## config.mk

```make
export PLATFORM = sky130hd
export DESIGN_NAME = disp_regport
export DESIGN_NICKNAME = d
export VERILOG_FILES = /design/src/rtl/disp_reg_pkg.sv /design/src/rtl/disp_port_dec.sv /design/src/rtl/disp_idx_bank.sv /design/src/rtl/disp_attr_flip.sv /design/src/rtl/disp_regport.sv
export SDC_FILE = /design/constraint.sdc
export NUM_CORES = 1
export LEC_CHECK = 0
export BUFFER_PORTS_ARGS = -buffer_cell sky130_fd_sc_hd__buf_2
export CELL_PAD_IN_SITES_DETAIL_PLACEMENT = 1
export CELL_PAD_IN_SITES_GLOBAL_PLACEMENT = 1
export CORE_AREA = 10 10 372 374
export DETAILED_ROUTE_END_ITERATION = 16
export DIE_AREA = 0 0 382 384
export PLACE_DENSITY_LB_ADDON = 0.1
export RECOVER_POWER = 50
export SLEW_MARGIN = 20
export SYNTH_ARGS = -nofsm -noshare
export SYNTH_HDL_FRONTEND = slang
export SYNTH_SLANG_ARGS = --single-unit
```

## constraint.sdc

```tcl
create_clock -name clk -period 2.6 [get_ports clk]
set_input_delay 0.52 -clock clk [delete_from_list [all_inputs] [get_ports clk]]
set_output_delay 0.52 -clock clk [all_outputs]
set_load 0.1 [all_outputs]
```

## src/rtl/disp_reg_pkg.sv

```systemverilog
package disp_reg_pkg;

    typedef enum logic [3:0] {
        P_CRT_IDX  = 4'h0,
        P_CRT_DAT  = 4'h1,
        P_MONO_IDX = 4'h2,
        P_MONO_DAT = 4'h3,
        P_ATTR_WR  = 4'h4,
        P_ATTR_RD  = 4'h5,
        P_SEQ_IDX  = 4'h6,
        P_SEQ_DAT  = 4'h7,
        P_GFX_IDX  = 4'h8,
        P_GFX_DAT  = 4'h9,
        P_STATUS   = 4'hA
    } port_e;

    typedef struct packed {
        logic crt_idx_wr;
        logic crt_dat_wr;
        logic attr_wr;
        logic seq_idx_wr;
        logic seq_dat_wr;
        logic gfx_idx_wr;
        logic gfx_dat_wr;
        logic status_rd;
        logic unknown;
    } dec_t;

    localparam logic [7:0] SEQ_RESET_DEFAULT = 8'h03;

    function automatic logic wr_ok(input logic [3:0] a);
        return (a <= 4'h4) || (a >= 4'h6 && a <= 4'h9);
    endfunction

    function automatic logic rd_ok(input logic [3:0] a);
        return (a <= 4'h3) || (a >= 4'h5 && a <= 4'hA);
    endfunction

endpackage

```

## src/rtl/disp_port_dec.sv

```systemverilog
module disp_port_dec
    import disp_reg_pkg::*;
(
    input  logic [3:0] addr,
    input  logic       rd,
    input  logic       wr,
    output dec_t       dec
);
    port_e p;
    assign p = port_e'(addr);

    always_comb begin
        dec            = '0;
        dec.crt_idx_wr = wr && (p == P_CRT_IDX);
        dec.crt_dat_wr = wr && (p == P_CRT_DAT);
        dec.attr_wr    = wr && (p == P_ATTR_WR);
        dec.seq_idx_wr = wr && (p == P_SEQ_IDX);
        dec.seq_dat_wr = wr && (p == P_SEQ_DAT);
        dec.gfx_idx_wr = wr && (p == P_GFX_IDX);
        dec.gfx_dat_wr = wr && (p == P_GFX_DAT);
        dec.status_rd  = rd && (p == P_STATUS);
        dec.unknown    = (wr && !wr_ok(addr)) || (rd && !rd_ok(addr));
    end
endmodule

```

## src/rtl/disp_idx_bank.sv

```systemverilog
module disp_idx_bank #(
    parameter int N = 8,
    parameter int W = 8
) (
    input  logic           clk,
    input  logic           rst,
    input  logic           idx_wr,
    input  logic           dat_wr,
    input  logic [W-1:0]   din,
    input  logic           ld_en,
    input  logic [N*W-1:0] ld_vec,
    output logic [W-1:0]   idx,
    output logic [W-1:0]   sel,
    output logic [N*W-1:0] regs
);
    logic [W-1:0] arr [N];
    logic         hit;

    always_ff @(posedge clk) begin
        if (rst)         idx <= '0;
        else if (idx_wr) idx <= din;
    end

    for (genvar g = 0; g < N; g++) begin : g_reg
        always_ff @(posedge clk) begin
            if (rst)                                arr[g] <= '0;
            else if (ld_en)                         arr[g] <= ld_vec[g*W +: W];
            else if (dat_wr && (idx == W'(g)))      arr[g] <= din;
        end
        assign regs[g*W +: W] = arr[g];
    end

    always_comb begin
        sel = '0;
        hit = 1'b0;
        for (int i = 0; i < N; i++) begin
            if (idx == W'(i)) begin
                sel = arr[i];
                hit = 1'b1;
            end
        end
    end


    dat_store_chk: assert property (@(posedge clk) disable iff (rst)
        (dat_wr && hit && !idx_wr && !ld_en) |=> (sel == $past(din)));


    oob_ignore_chk: assert property (@(posedge clk) disable iff (rst)
        (dat_wr && !hit && !ld_en) |=> $stable(regs));
endmodule

```

## src/rtl/disp_attr_flip.sv

```systemverilog
module disp_attr_flip (
    input  logic clk,
    input  logic rst,
    input  logic attr_wr,
    input  logic clr,
    output logic idx_wr,
    output logic dat_wr,
    output logic phase
);
    always_ff @(posedge clk) begin
        if (rst)          phase <= 1'b0;
        else if (attr_wr) phase <= ~phase;
        else if (clr)     phase <= 1'b0;
    end

    assign idx_wr = attr_wr && !phase;
    assign dat_wr = attr_wr &&  phase;


    attr_alt_chk: assert property (@(posedge clk) disable iff (rst)
        attr_wr |=> (phase != $past(phase)));


    status_clr_chk: assert property (@(posedge clk) disable iff (rst)
        (clr && !attr_wr) |=> !phase);
endmodule

```

## src/rtl/disp_regport.sv

```systemverilog
module disp_regport
    import disp_reg_pkg::*;
#(
    parameter int N_CRT    = 25,
    parameter int N_ATTR   = 20,
    parameter int N_SEQ    = 5,
    parameter int N_GFX    = 9,
    parameter int CUR_HI   = 14,
    parameter int CUR_LO   = 15,
    parameter int MODE_IDX = 16,
    localparam int TBL_BYTES = N_CRT + N_ATTR + N_SEQ - 1 + N_GFX
) (
    input  logic                    clk,
    input  logic                    rst,
    input  logic [3:0]              io_addr,
    input  logic                    io_rd,
    input  logic                    io_wr,
    input  logic [7:0]              io_wdata,
    output logic [7:0]              io_rdata,
    output logic                    io_err,
    input  logic [7:0]              status_in,
    input  logic                    load_en,
    input  logic                    load_gfx,
    input  logic [8*TBL_BYTES-1:0]  load_tbl,
    output logic                    mode_err,
    output logic                    cursor_upd,
    output logic                    mode_graphics,
    output logic                    mode_8bpp,
    output logic [8*N_CRT-1:0]      crt_regs,
    output logic [8*N_ATTR-1:0]     attr_regs,
    output logic [8*N_SEQ-1:0]      seq_regs,
    output logic [8*N_GFX-1:0]      gfx_regs
);
    localparam int ATTR_OFS = 8 * N_CRT;
    localparam int SEQ_OFS  = 8 * (N_CRT + N_ATTR);
    localparam int GFX_OFS  = 8 * (N_CRT + N_ATTR + N_SEQ - 1);
    localparam int MODE_BIT = ATTR_OFS + 8 * MODE_IDX;

    logic rd_g, wr_g;
    dec_t dec;
    assign rd_g = io_rd && !load_en;
    assign wr_g = io_wr && !load_en;

    disp_port_dec u_dec (.addr(io_addr), .rd(rd_g), .wr(wr_g), .dec(dec));

    logic a_idx_wr, a_dat_wr, a_phase;
    disp_attr_flip u_flip (
        .clk(clk), .rst(rst), .attr_wr(dec.attr_wr), .clr(dec.status_rd),
        .idx_wr(a_idx_wr), .dat_wr(a_dat_wr), .phase(a_phase)
    );

    logic [7:0] crt_idx, crt_sel, attr_idx, attr_sel;
    logic [7:0] seq_idx, seq_sel, gfx_idx, gfx_sel;
    logic [8*N_SEQ-1:0] seq_ld;
    assign seq_ld = {load_tbl[SEQ_OFS +: 8*(N_SEQ-1)], SEQ_RESET_DEFAULT};

    disp_idx_bank #(.N(N_CRT), .W(8)) u_crt (
        .clk(clk), .rst(rst), .idx_wr(dec.crt_idx_wr), .dat_wr(dec.crt_dat_wr),
        .din(io_wdata), .ld_en(load_en), .ld_vec(load_tbl[0 +: 8*N_CRT]),
        .idx(crt_idx), .sel(crt_sel), .regs(crt_regs));

    disp_idx_bank #(.N(N_ATTR), .W(8)) u_attr (
        .clk(clk), .rst(rst), .idx_wr(a_idx_wr), .dat_wr(a_dat_wr),
        .din(io_wdata), .ld_en(load_en), .ld_vec(load_tbl[ATTR_OFS +: 8*N_ATTR]),
        .idx(attr_idx), .sel(attr_sel), .regs(attr_regs));

    disp_idx_bank #(.N(N_SEQ), .W(8)) u_seq (
        .clk(clk), .rst(rst), .idx_wr(dec.seq_idx_wr), .dat_wr(dec.seq_dat_wr),
        .din(io_wdata), .ld_en(load_en), .ld_vec(seq_ld),
        .idx(seq_idx), .sel(seq_sel), .regs(seq_regs));

    disp_idx_bank #(.N(N_GFX), .W(8)) u_gfx (
        .clk(clk), .rst(rst), .idx_wr(dec.gfx_idx_wr), .dat_wr(dec.gfx_dat_wr),
        .din(io_wdata), .ld_en(load_en), .ld_vec(load_tbl[GFX_OFS +: 8*N_GFX]),
        .idx(gfx_idx), .sel(gfx_sel), .regs(gfx_regs));

    logic cur_hit;
    assign cur_hit = (crt_idx == 8'(CUR_HI)) || (crt_idx == 8'(CUR_LO));

    always_ff @(posedge clk) begin
        if (rst) begin
            io_rdata   <= '0;
            io_err     <= 1'b0;
            cursor_upd <= 1'b0;
            mode_err   <= 1'b0;
        end else begin
            io_err     <= dec.unknown;
            cursor_upd <= dec.crt_dat_wr && cur_hit;
            if (load_en)
                mode_err <= load_gfx ^ load_tbl[MODE_BIT];
            if (rd_g) begin
                case (port_e'(io_addr))
                    P_CRT_IDX: io_rdata <= crt_idx;
                    P_CRT_DAT: io_rdata <= crt_sel;
                    P_ATTR_RD: io_rdata <= attr_sel;
                    P_SEQ_IDX: io_rdata <= seq_idx;
                    P_SEQ_DAT: io_rdata <= seq_sel;
                    P_GFX_IDX: io_rdata <= gfx_idx;
                    P_GFX_DAT: io_rdata <= gfx_sel;
                    P_STATUS:  io_rdata <= status_in;
                    default:   io_rdata <= 8'h00;
                endcase
            end
        end
    end

    assign mode_graphics = attr_regs[8*MODE_IDX];
    assign mode_8bpp     = attr_regs[8*MODE_IDX + 6];


    reset_state_chk: assert property (@(posedge clk)
        rst |=> (io_rdata == 8'h00 && !io_err && !cursor_upd && !mode_err && !a_phase));


    cursor_src_chk: assert property (@(posedge clk) disable iff (rst)
        cursor_upd |-> $past(dec.crt_dat_wr));


    unknown_err_chk: assert property (@(posedge clk) disable iff (rst)
        dec.unknown |=> io_err);


    seq_default_chk: assert property (@(posedge clk) disable iff (rst)
        load_en |=> (seq_regs[7:0] == SEQ_RESET_DEFAULT));


    mode_err_chk: assert property (@(posedge clk) disable iff (rst)
        load_en |=> (mode_err == ($past(load_gfx) != $past(load_tbl[MODE_BIT]))));


    load_idx_chk: assert property (@(posedge clk) disable iff (rst)
        load_en |=> ($stable(crt_idx) && !io_err));
endmodule

```

==> summary by stage, run 1 <==
Final layout
The area growth from synthesis to layout is 48.13%. Of the cells placed in the final design, the portion with a size suffix greater than 1 is 0.4760. Counting the fill cells in the layout gives 14760. The sequential cells in the finished layout cover a total of around 15000 sq um. Once layout is complete, the cells apart from fillers number approximately 5300. In the final layout, the multi-input gates occupy 11000 sq um.

The library cell used most frequently in the layout, excluding fill and tap cells, is sky130_fd_sc_hd__buf_2. With fillers left out, the area of the finished cells amounts to 39540 sq um. In the final design database the tool counted 3966 nets. In the layout the commonest cells are sky130_fd_sc_hd__buf_2 (618), sky130_fd_sc_hd__edfxtp_1 (472), sky130_fd_sc_hd__a22o_1 (471).

Floorplanning
The placeable core region is approximately 130000 sq um. The floorplan die area is about 150000 sq um. For this configuration, the core starts out at a cell density of 0.2041.

During I/O placement, the number of pins put on the boundary was 975. After floorplanning, the core was divided into 133 placement rows. The die is approximately 380 microns tall. The width of the chip is roughly 380 microns.

Worst hold path
The path class of the tightest hold or removal check is in -> reg.

Detailed routing
The total number of vias is around 27000. Before antenna repair, the detailed router went through 7 iterations. The count of nets left with antenna violations once routing finished came out at 0. The routed design uses between 10000 and 15000 microns of met3 wire. The top routing layer in use is met5. The total detailed-routing wirelength is between 150000 and 200000 microns. The routed length per placed instance is 34.66 microns. The total length of routed met2 wires is approximately 90000 microns.

The count of routing violations after the opening detailed-route iteration is 2117. In the routed design, unresolved DRC markers number 0. The met1 wire length is around 75000 microns. The routed via count divided by cell count is approximately 5.1.

GRT
After global routing the overflow that remains totals 0. The largest net degree at the start of global routing is between 60 and 70. The number of antenna violations at the first check in global routing came to 25.

For this run, the total global-route usage over all layers was measured as 0.2353. The via count of the first global-routing pass is 28850. The wire length of the first global-routing pass is 244500 microns.

STA
On the final layout, the worst clock skew is 27.86 ps. The post-route clock period utilization is 0.9879. Setup violations remaining at the end of the flow were counted as 0.

The achievable clock frequency is just under 0.4 GHz. Setup repair after global routing could not meet its margin everywhere. The number of max-slew violations in the final report is 0.

For the pin with the worst max-slew slack, the measured transition is between 800 and 900 ps. The tightest slew margin relative to the limit is 0.4270. The final critical-path required period is between 2000 and 3000 ps. The total count of hold-check failures in the final report is 0.

Yosys
The mux cell area share after synthesis is 0.05588. The number of synthesized flops with an enable pin is 472. For this run, asynchronously set or reset flops after synthesis account for 0. The number of nets produced by synthesis is 2687.

After technology mapping, the gate count stands at approximately 2200. The number of different library cells in the post-synthesis netlist is slightly above 80. For this run, the leading register cell type out of synthesis is sky130_fd_sc_hd__edfxtp_1. After synthesis, the largest family of logic cells by area is compound AO/OA/AOI/OAI gates. The compound-gate portion of the synthesized area is 0.2509.

Of the total synthesized cell area, the portion taken by AND, OR, NAND and NOR gates is 0.09216. The post-synthesis area per instance is 12.15 sq um. Of the total synthesized cell area, the portion taken by XOR and XNOR cells is 0.0003281. The synthesized flop and latch total is 516. Yosys printed 0 warnings.

For this run, the register share of the synthesized area comes to 0.5640. Of the total synthesized cell area, the portion taken by full adders, half adders and majority gates is 0. The mapped netlist covers roughly 27000 sq um.

Pwr
Summed over all nets, the switching power comes to approximately 11 mW. The fraction of power consumed by sequential logic is 0.382. The power per cell area is slightly below 700 nW/um^2. Of the total power, the share spent switching nets is 0.3922.

The clock share of power is 0.347. The overall power after layout is ~27 mW. Cell internal power was estimated by the tool at 16.64 mW. The worst ir drop on vdd is 0.4239 mV. The leakage dissipation is 16.36 nW. The share of total power dissipated in combinational logic is 0.271.

Job
The max-cap check violation count is 0.

Placed design
Routability-driven placement finished with a final weighted congestion of approximately 0.89. The half-perimeter wire length of the detailed placement result is 147300 microns. In this run, placement finished with an instance count of about 5100. After detailed placement, the total cell area comes to approximately 37000 sq um. During placement, the flow inserted port buffers numbering just under 1000.

Worst setup path
The worst setup path is launched from a register. The number of buffer and inverter instances along the worst setup path is 4. The capturing element type of the critical path is a register. The critical path's largest stage delay is approximately 420 ps. The largest delay contributor family on the critical path is buffers and inverters. In this run the worst path has a maximum fanout of 7. For the worst setup path, the data arrival time is approximately 3100 ps. The start-to-end type of the worst setup path is reg -> reg. The signal on the critical path passes through buf_4, or2_2, buf_4, nor3_4, buf_4, a32oi_1, nand3_1, o31ai_2, buf_4, nand4_1. The cell seen most often among critical-path stages is sky130_fd_sc_hd__buf_4. The slowest cell on the critical path is sky130_fd_sc_hd__o31ai_2. Data on the critical path is required at its endpoint by ~3100 ps.

Outcome
The flow ran to the end, and the final reports show no timing, DRC or antenna violations.

Clocking
The buffer type at the clock tree root is sky130_fd_sc_hd__clkbuf_16. The number of clock buffers added by TritonCTS is between 60 and 70. The clock insertion delay at the later pin of the skew report is 650 ps. For this design, the sink count on the clock tree is between 500 and 600. The clock edge transition at the registers on the reported setup and hold paths is 60 ps.

The H-tree was split into 3 levels. The CTS tree is done. The longest clock path from root to sink contains 3 buffers. The count of hold-fix buffers inserted at cts is 0.
cell usage after synthesis (all sizes together) (4+ instances only):
cell / instances / share of area
or2: 4 / 0.00094
inv: 17 / 0.0024
o22ai: 22 / 0.0052
a22o: 471 / 0.15
nand3: 56 / 0.011
o311ai: 6 / 0.0020
nand2: 121 / 0.017
nor4: 7 / 0.0019
mux2: 16 / 0.0068
a221oi: 14 / 0.0046
o21ai: 90 / 0.017
a211o: 5 / 0.0016
o211ai: 10 / 0.0028
nand2b: 44 / 0.010
nor3b: 5 / 0.0018
a211oi: 16 / 0.0047
o2bb2ai: 4 / 0.0013
a22oi: 31 / 0.0087
nor2b: 20 / 0.0047
a21oi: 99 / 0.019
a2bb2oi: 6 / 0.0020
a222oi: 6 / 0.0023
clkbuf: 159 / 0.022
nand4: 6 / 0.0014
and3: 12 / 0.0028
nor4bb: 4 / 0.0015
o31ai: 4 / 0.0011
o221ai: 17 / 0.0056
edfxtp: 472 / 0.53
or3: 10 / 0.0023
a21o: 7 / 0.0020
buf: 67 / 0.012
nor2: 112 / 0.018
nor3: 43 / 0.011
o21a: 6 / 0.0017
and2: 11 / 0.0026
dfxtp: 44 / 0.033
mux4: 36 / 0.030
a31oi: 18 / 0.0042
mux2i: 50 / 0.019
o32a: 5 / 0.0019
registers in the layout, summed over array words and instances (netlist names):
name,count
u_crt.arr,200
u_attr.arr,160
u_gfx.arr,72
u_seq.arr,40
io_rdata,8
u_attr.idx,8
u_crt.idx,8
u_gfx.idx,8
u_seq.idx,8
cursor_upd,1
io_err,1
mode_err,1
u_flip.phase,1
repair_timing:
| action | in CTS | in global routing |
|---|---|---|
| buffers inserted | 1 | 19 |
| gates cloned | 0 | 2 |
| setup endpoints to repair | 7 | 17 |
| resized for setup | 37 | 55 |
| pin swaps | 5 | 22 |
layout make-up:
| type | instances | share of cell area |
|---|---|---|
| flip-flops and latches | 516 | 0.3816 |
| repair buffers | 1434 | 0.2271 |
| multi-input cells | 1437 | 0.2783 |
| well taps | 1755 | 0.05554 |
| clock buffers | 92 | 0.04797 |
| diodes | 4 | 0.0002532 |
| inverters | 18 | 0.001709 |
| clock inverters | 30 | 0.007468 |
routing by layer:
layer / track usage / up-vias
met5: 0 / -
met4: 0.06343 / 24
met3: 0.05064 / 239
met2: 0.4157 / 1146
met1: 0.2872 / 13920
li1: - / 11460
metrics by stage:
stage / utilization / hold WS [ps] / setup TNS [ps] / worst slack (ps)
CTS: 0.2999 / 116.1 / -36.35 / -35.43
global route: 0.3023 / 151.7 / -92.09 / -49.27
floorplan: - / 448.7 / -6789 / -141.1
detailed placement: 0.2820 / 474.1 / -151020 / -477.7
finish: 0.3023 / 167.4 / 0 / 31.56
global placement: 0.2820 / 467.5 / -158030 / -473.6
cells by family after synthesis:
group,after synthesis
muxes,102
AOI/OAI and AO/OA,865
xor gates and xnor gates,1
and+or+nand+nor,469
buffers and inverters,244
DFF,516
worst paths after layout:
path	depth (start not counted)	startpoint	slack, ps	end
max	10	u_crt.idx[1]$_SDFFE_PP0P_	30	io_rdata[3]$_SDFFE_PP0P_
min	2	load_tbl[305]	170	u_attr.arr[6][9]$_DFFE_PP_
max reg2reg	10	u_crt.idx[1]$_SDFFE_PP0P_	30	io_rdata[3]$_SDFFE_PP0P_
min reg2reg	2	u_gfx.idx[4]$_SDFFE_PP0P_	500	u_gfx.idx[4]$_SDFFE_PP0P_
power groups by stage:
stage / logic, mW / registers [mW] / clock network [mW]
after floorplan: 0.978 / 14.5 / 0
after global placement: 7.44 / 10.6 / 0
after detailed placement: 7.45 / 10.6 / 0
after CTS: 7.47 / 10.4 / 9.76
after global routing: 7.61 / 10.5 / 10.0
final: 7.41 / 10.5 / 9.50
No activity file was read; power rests on OpenSTA's default activity.
==> run 2: changes to the inputs <==
CORE_AREA = 10 10 370 372   (was 10 10 372 374)
DIE_AREA = 0 0 380 382   (was 0 0 382 384)
SYNTH_HIERARCHICAL = 1   (was default)
==> summary by stage, run 2 <==
Outcome
The run finished, with violations left. The checks that failed: setup timing.

Yosys
The compound-gate portion of the synthesized area is 0.2541. In this run, synthesis produced a sequential element count of between 500 and 600. Among all flip-flop cells after synthesis, the most frequent one is sky130_fd_sc_hd__edfxtp_1.

After synthesis, the share of flip-flops with an asynchronous set or reset is 0. The xor/xnor share of the synthesized area is 0.0003122. The arithmetic-cell share of the synthesized area counting full adders, half adders and majority gates is 0. The sequential element share of the synthesized area is 0.5366. The number of different library cells in the post-synthesis netlist is 95. The mux cell area share after synthesis is 0.06225.

The number of warning messages in the yosys log is 6. The share of Yosys cell area claimed by the top area cell type is 0.5052. The post-synthesis area per instance is 11.78 sq um.

The number of instances in the synthesized netlist is about 2400. The largest family of logic cells by synthesized area is compound AO/OA/AOI/OAI gates. The most area-hungry cell type in the Yosys netlist is sky130_fd_sc_hd__edfxtp_1. Ranked by total cell area, the synthesized netlist is headed by sky130_fd_sc_hd__edfxtp_1 (51%), sky130_fd_sc_hd__a22o_1 (14%), sky130_fd_sc_hd__mux2i_1 (3.2%). The number of synthesized flops with an enable pin is between 400 and 500. The area share of and/or/nand/nor cells after synthesis is 0.1028.

The commonest cells after synthesis are sky130_fd_sc_hd__edfxtp_1 (472), sky130_fd_sc_hd__a22o_1 (436), sky130_fd_sc_hd__nor2_1 (181), sky130_fd_sc_hd__clkbuf_1 (137), sky130_fd_sc_hd__nand2_1 (112). The most frequently used cell type in the post-synthesis netlist is sky130_fd_sc_hd__edfxtp_1. The netlist area before placement is 28060 sq um.

Floorplanning
In this run the standard cell core region covers 129200 sq um. The number of rows in the core area is about 130. For this configuration, the core starts out at a cell density of 0.2172. The floorplan step set the die width to approximately 380 microns.

In this run the vertical extent of the chip is roughly 380 microns. The die covers 145200 sq um. The count of pins on the block boundary is a little under 1000.

STA
The total count of hold-check failures in the final report came to 0. The number of max-slew violations in the final report is 0. The final critical-path required period is ~2900 ps. In the finished design, the share of the clock period the worst path needs comes to 1.108. Setup repair after global routing could not meet its margin everywhere. The number of setup violations in the final report is 60.

The achievable clock frequency is ~0.35 GHz. Across all setup checks in the final design, the least slack found is -280.4 ps. For the pin with the worst max-slew slack, the measured transition is 1178 ps. The tightest slew margin relative to the limit is 0.2143. The worst clock skew is roughly 31 ps.

Placed design
The count of buffers added on input and output ports is slightly below 1000. The worst setup slack before clock tree synthesis is -851.9 ps. Routability-driven placement finished with a final weighted congestion of a little over 0.9. The half-perimeter wire length of the detailed placement result is about 150000 microns.

Final layout
Counting flops per register, the top entry is u_crt/arr. The register with the most flip-flops in the layout has 200 of them. In the final layout, the registers with the most flip-flops are u_crt/arr (200), u_attr/arr (160), u_gfx/arr (72). In the final design database the tool counted about 4200 nets.

The end-of-flow core utilization is 0.3259. The number of filler instances in the final layout is roughly 15000. The most common library cell in the layout ignoring fill and taps is sky130_fd_sc_hd__buf_2. The top cell types in the final layout, fill and taps aside, are sky130_fd_sc_hd__buf_2 (964), sky130_fd_sc_hd__buf_4 (489), sky130_fd_sc_hd__edfxtp_1 (472). The area growth from synthesis to layout is 50.01%. The fraction of final layout cells with drive strength greater than 1 is 0.5017.

Worst setup path
In this design, the stage delay of the slowest critical-path cell is 590 ps. The slowest cell on the critical path is sky130_fd_sc_hd__or4_4. The start-to-end type of the worst setup path is reg -> reg. Traced cell by cell, the critical path runs through or4_4, or4_4, o311ai_2, a21oi_2, a2111oi_4, o21ai_2, mux2i_1, nor2_1, a2111oi_2, o21ai_1.

The biggest fanout along the worst timing path is 4. The endpoint required time on the critical path is 3110 ps. The critical path contains buffers and inverters numbering 0 combined.

The arrival time reported for the critical path endpoint is 3390 ps. The cell seen most often among critical-path stages is sky130_fd_sc_hd__or4_4. The category of the worst setup path launch point is a register.

The capturing element type of the critical path is a register. The largest delay contributor family on the critical path is simple AND/OR/NAND/NOR gates.

Clocking
The clock net in this run drives a total of roughly 520 sinks. After clock tree synthesis, the clock-pin slew on the worst setup and hold paths is 60 ps. Clock tree synthesis inserted a total of 67 buffers. The maximum count of clock buffers along a single path is 3. The clock tree synthesis step divided the H-tree into 3 levels. In this run the clock root is driven by a sky130_fd_sc_hd__clkbuf_16.

Clock latency on the worst-skew pair, taken at its later pin, is approximately 640 ps. The CTS tree is done.

Pwr
Summed over all cells, the static leakage comes to 17.45 nW. The power per cell area is 657.7 nW/um^2. The worst-case IR drop observed on VDD is between 0.3 and 0.4 mV.

Detailed routing
The detailed-router iteration count before antenna repair is 6. The remaining design rule violation count is 0. The count of routing violations after the opening detailed-route iteration is about 2400. The routed via count divided by cell count is 5.157. For this block, the via count after detailed routing is 28690. In this run the remaining antenna-violating nets after routing total 0. The final layout contains routed wiring with a total length of roughly 190000 microns. The routed length per placed instance is approximately 35 microns.

Job
The max-cap check violation count is 0.

GRT
The largest net degree at the start of global routing is 82. The via count of the first global-routing pass came to 30780. The combined global-route utilization of all metal layers is 0.2518.

The wire length of the first global-routing pass is about 260000 microns. The global route total overflow is 0. The number of antenna violations at the first check in global routing came to 43.

Worst hold path
The worst hold-check path type is in -> reg.
[run 2: timing repair]
action / in CTS / in global routing
pin swaps: 60 / 45
hold buffers: 0 / 0
gates resized for setup: 156 / 69
setup endpoints to repair: 8 / 8
setup buffers: 14 / 14
[run 2: routing by layer]
layer  up-vias  global-route usage  part of all wire
met5         -                   0           0.00082
met4        24             0.07017             0.030
met3       243             0.05279             0.062
met2      1325              0.4325              0.49
met1     14780              0.3174              0.42
li1      12320                   -                 -
[run 2: cell families (layout without fill, tap and decap cells)]
kind of cell | after synthesis | after routing
AO/OA/AOI/OAI | 928 | 928
XOR/XNOR | 1 | 1
buffers and inverters | 253 | 1668
flip-flops | 516 | 516
multiplexers | 146 | 146
other | 2 | 27
AND/OR/NAND/NOR | 536 | 536
[run 2: through the flow]
step | instance area [sq um] | hold WS (ps) | TNS [ps] | cells | power (mW)
floorplan | 28150 | 440.7 | -3437 | 2388 | 15.56
global route | 42060 | 139.6 | -15980 | 5553 | 28.42
global placement | 38700 | 445.3 | -86670 | 5399 | 18.40
finish | 42090 | 166.5 | -3185 | 5564 | 27.68
detailed placement | 38700 | 445.4 | -87400 | 5399 | 18.39
CTS | 41670 | 125.2 | -1604 | 5533 | 27.91
[run 2: final timing paths]
check	from	end	slack, ps	cells past startpoint
hold reg to reg	io_rdata[7]$_SDFFE_PP0P_	io_rdata[7]$_SDFFE_PP0P_	450	2
setup reg to reg	u_crt/idx[4]$_SDFFE_PP0P_	io_rdata[4]$_SDFFE_PP0P_	-280	10
setup / recovery	u_crt/idx[4]$_SDFFE_PP0P_	io_rdata[4]$_SDFFE_PP0P_	-280	10
hold / removal	load_tbl[355]	u_attr/arr[4][27]$_DFFE_PP_	170	2
[run 2: where the power goes]
group / total, mW / switching, mW / internal (mW)
combinational: 7.72 / 6.19 / 1.53
sequential: 10.6 / 0.840 / 9.74
clock: 9.38 / 3.91 / 5.48
total: 27.7 / 10.9 / 16.8
[run 2: worst register-to-register path, cell delays in order, from the launching register on]
cell and delay, ps:
sky130_fd_sc_hd__dfxtp_2 330, sky130_fd_sc_hd__or4_4 590, sky130_fd_sc_hd__or4_4 440, sky130_fd_sc_hd__o311ai_2 110, sky130_fd_sc_hd__a21oi_2 110, sky130_fd_sc_hd__a2111oi_4 380, sky130_fd_sc_hd__o21ai_2 120, sky130_fd_sc_hd__mux2i_1 200
sky130_fd_sc_hd__nor2_1 80, sky130_fd_sc_hd__a2111oi_2 300, sky130_fd_sc_hd__o21ai_1 90
[run 2: area by class of cell]
cell class              count  area [sq um]  share of cell area
multi-input cells        1619         12800              0.3041
repair buffers           1531          9768              0.2321
flip-flops and latches    516         15080              0.3583
clock inverters            36         371.6            0.008829
diodes                     19         47.55            0.001130
well taps                1742          2180             0.05179
inverters                  14         56.30            0.001338
clock buffers              87          1783             0.04236
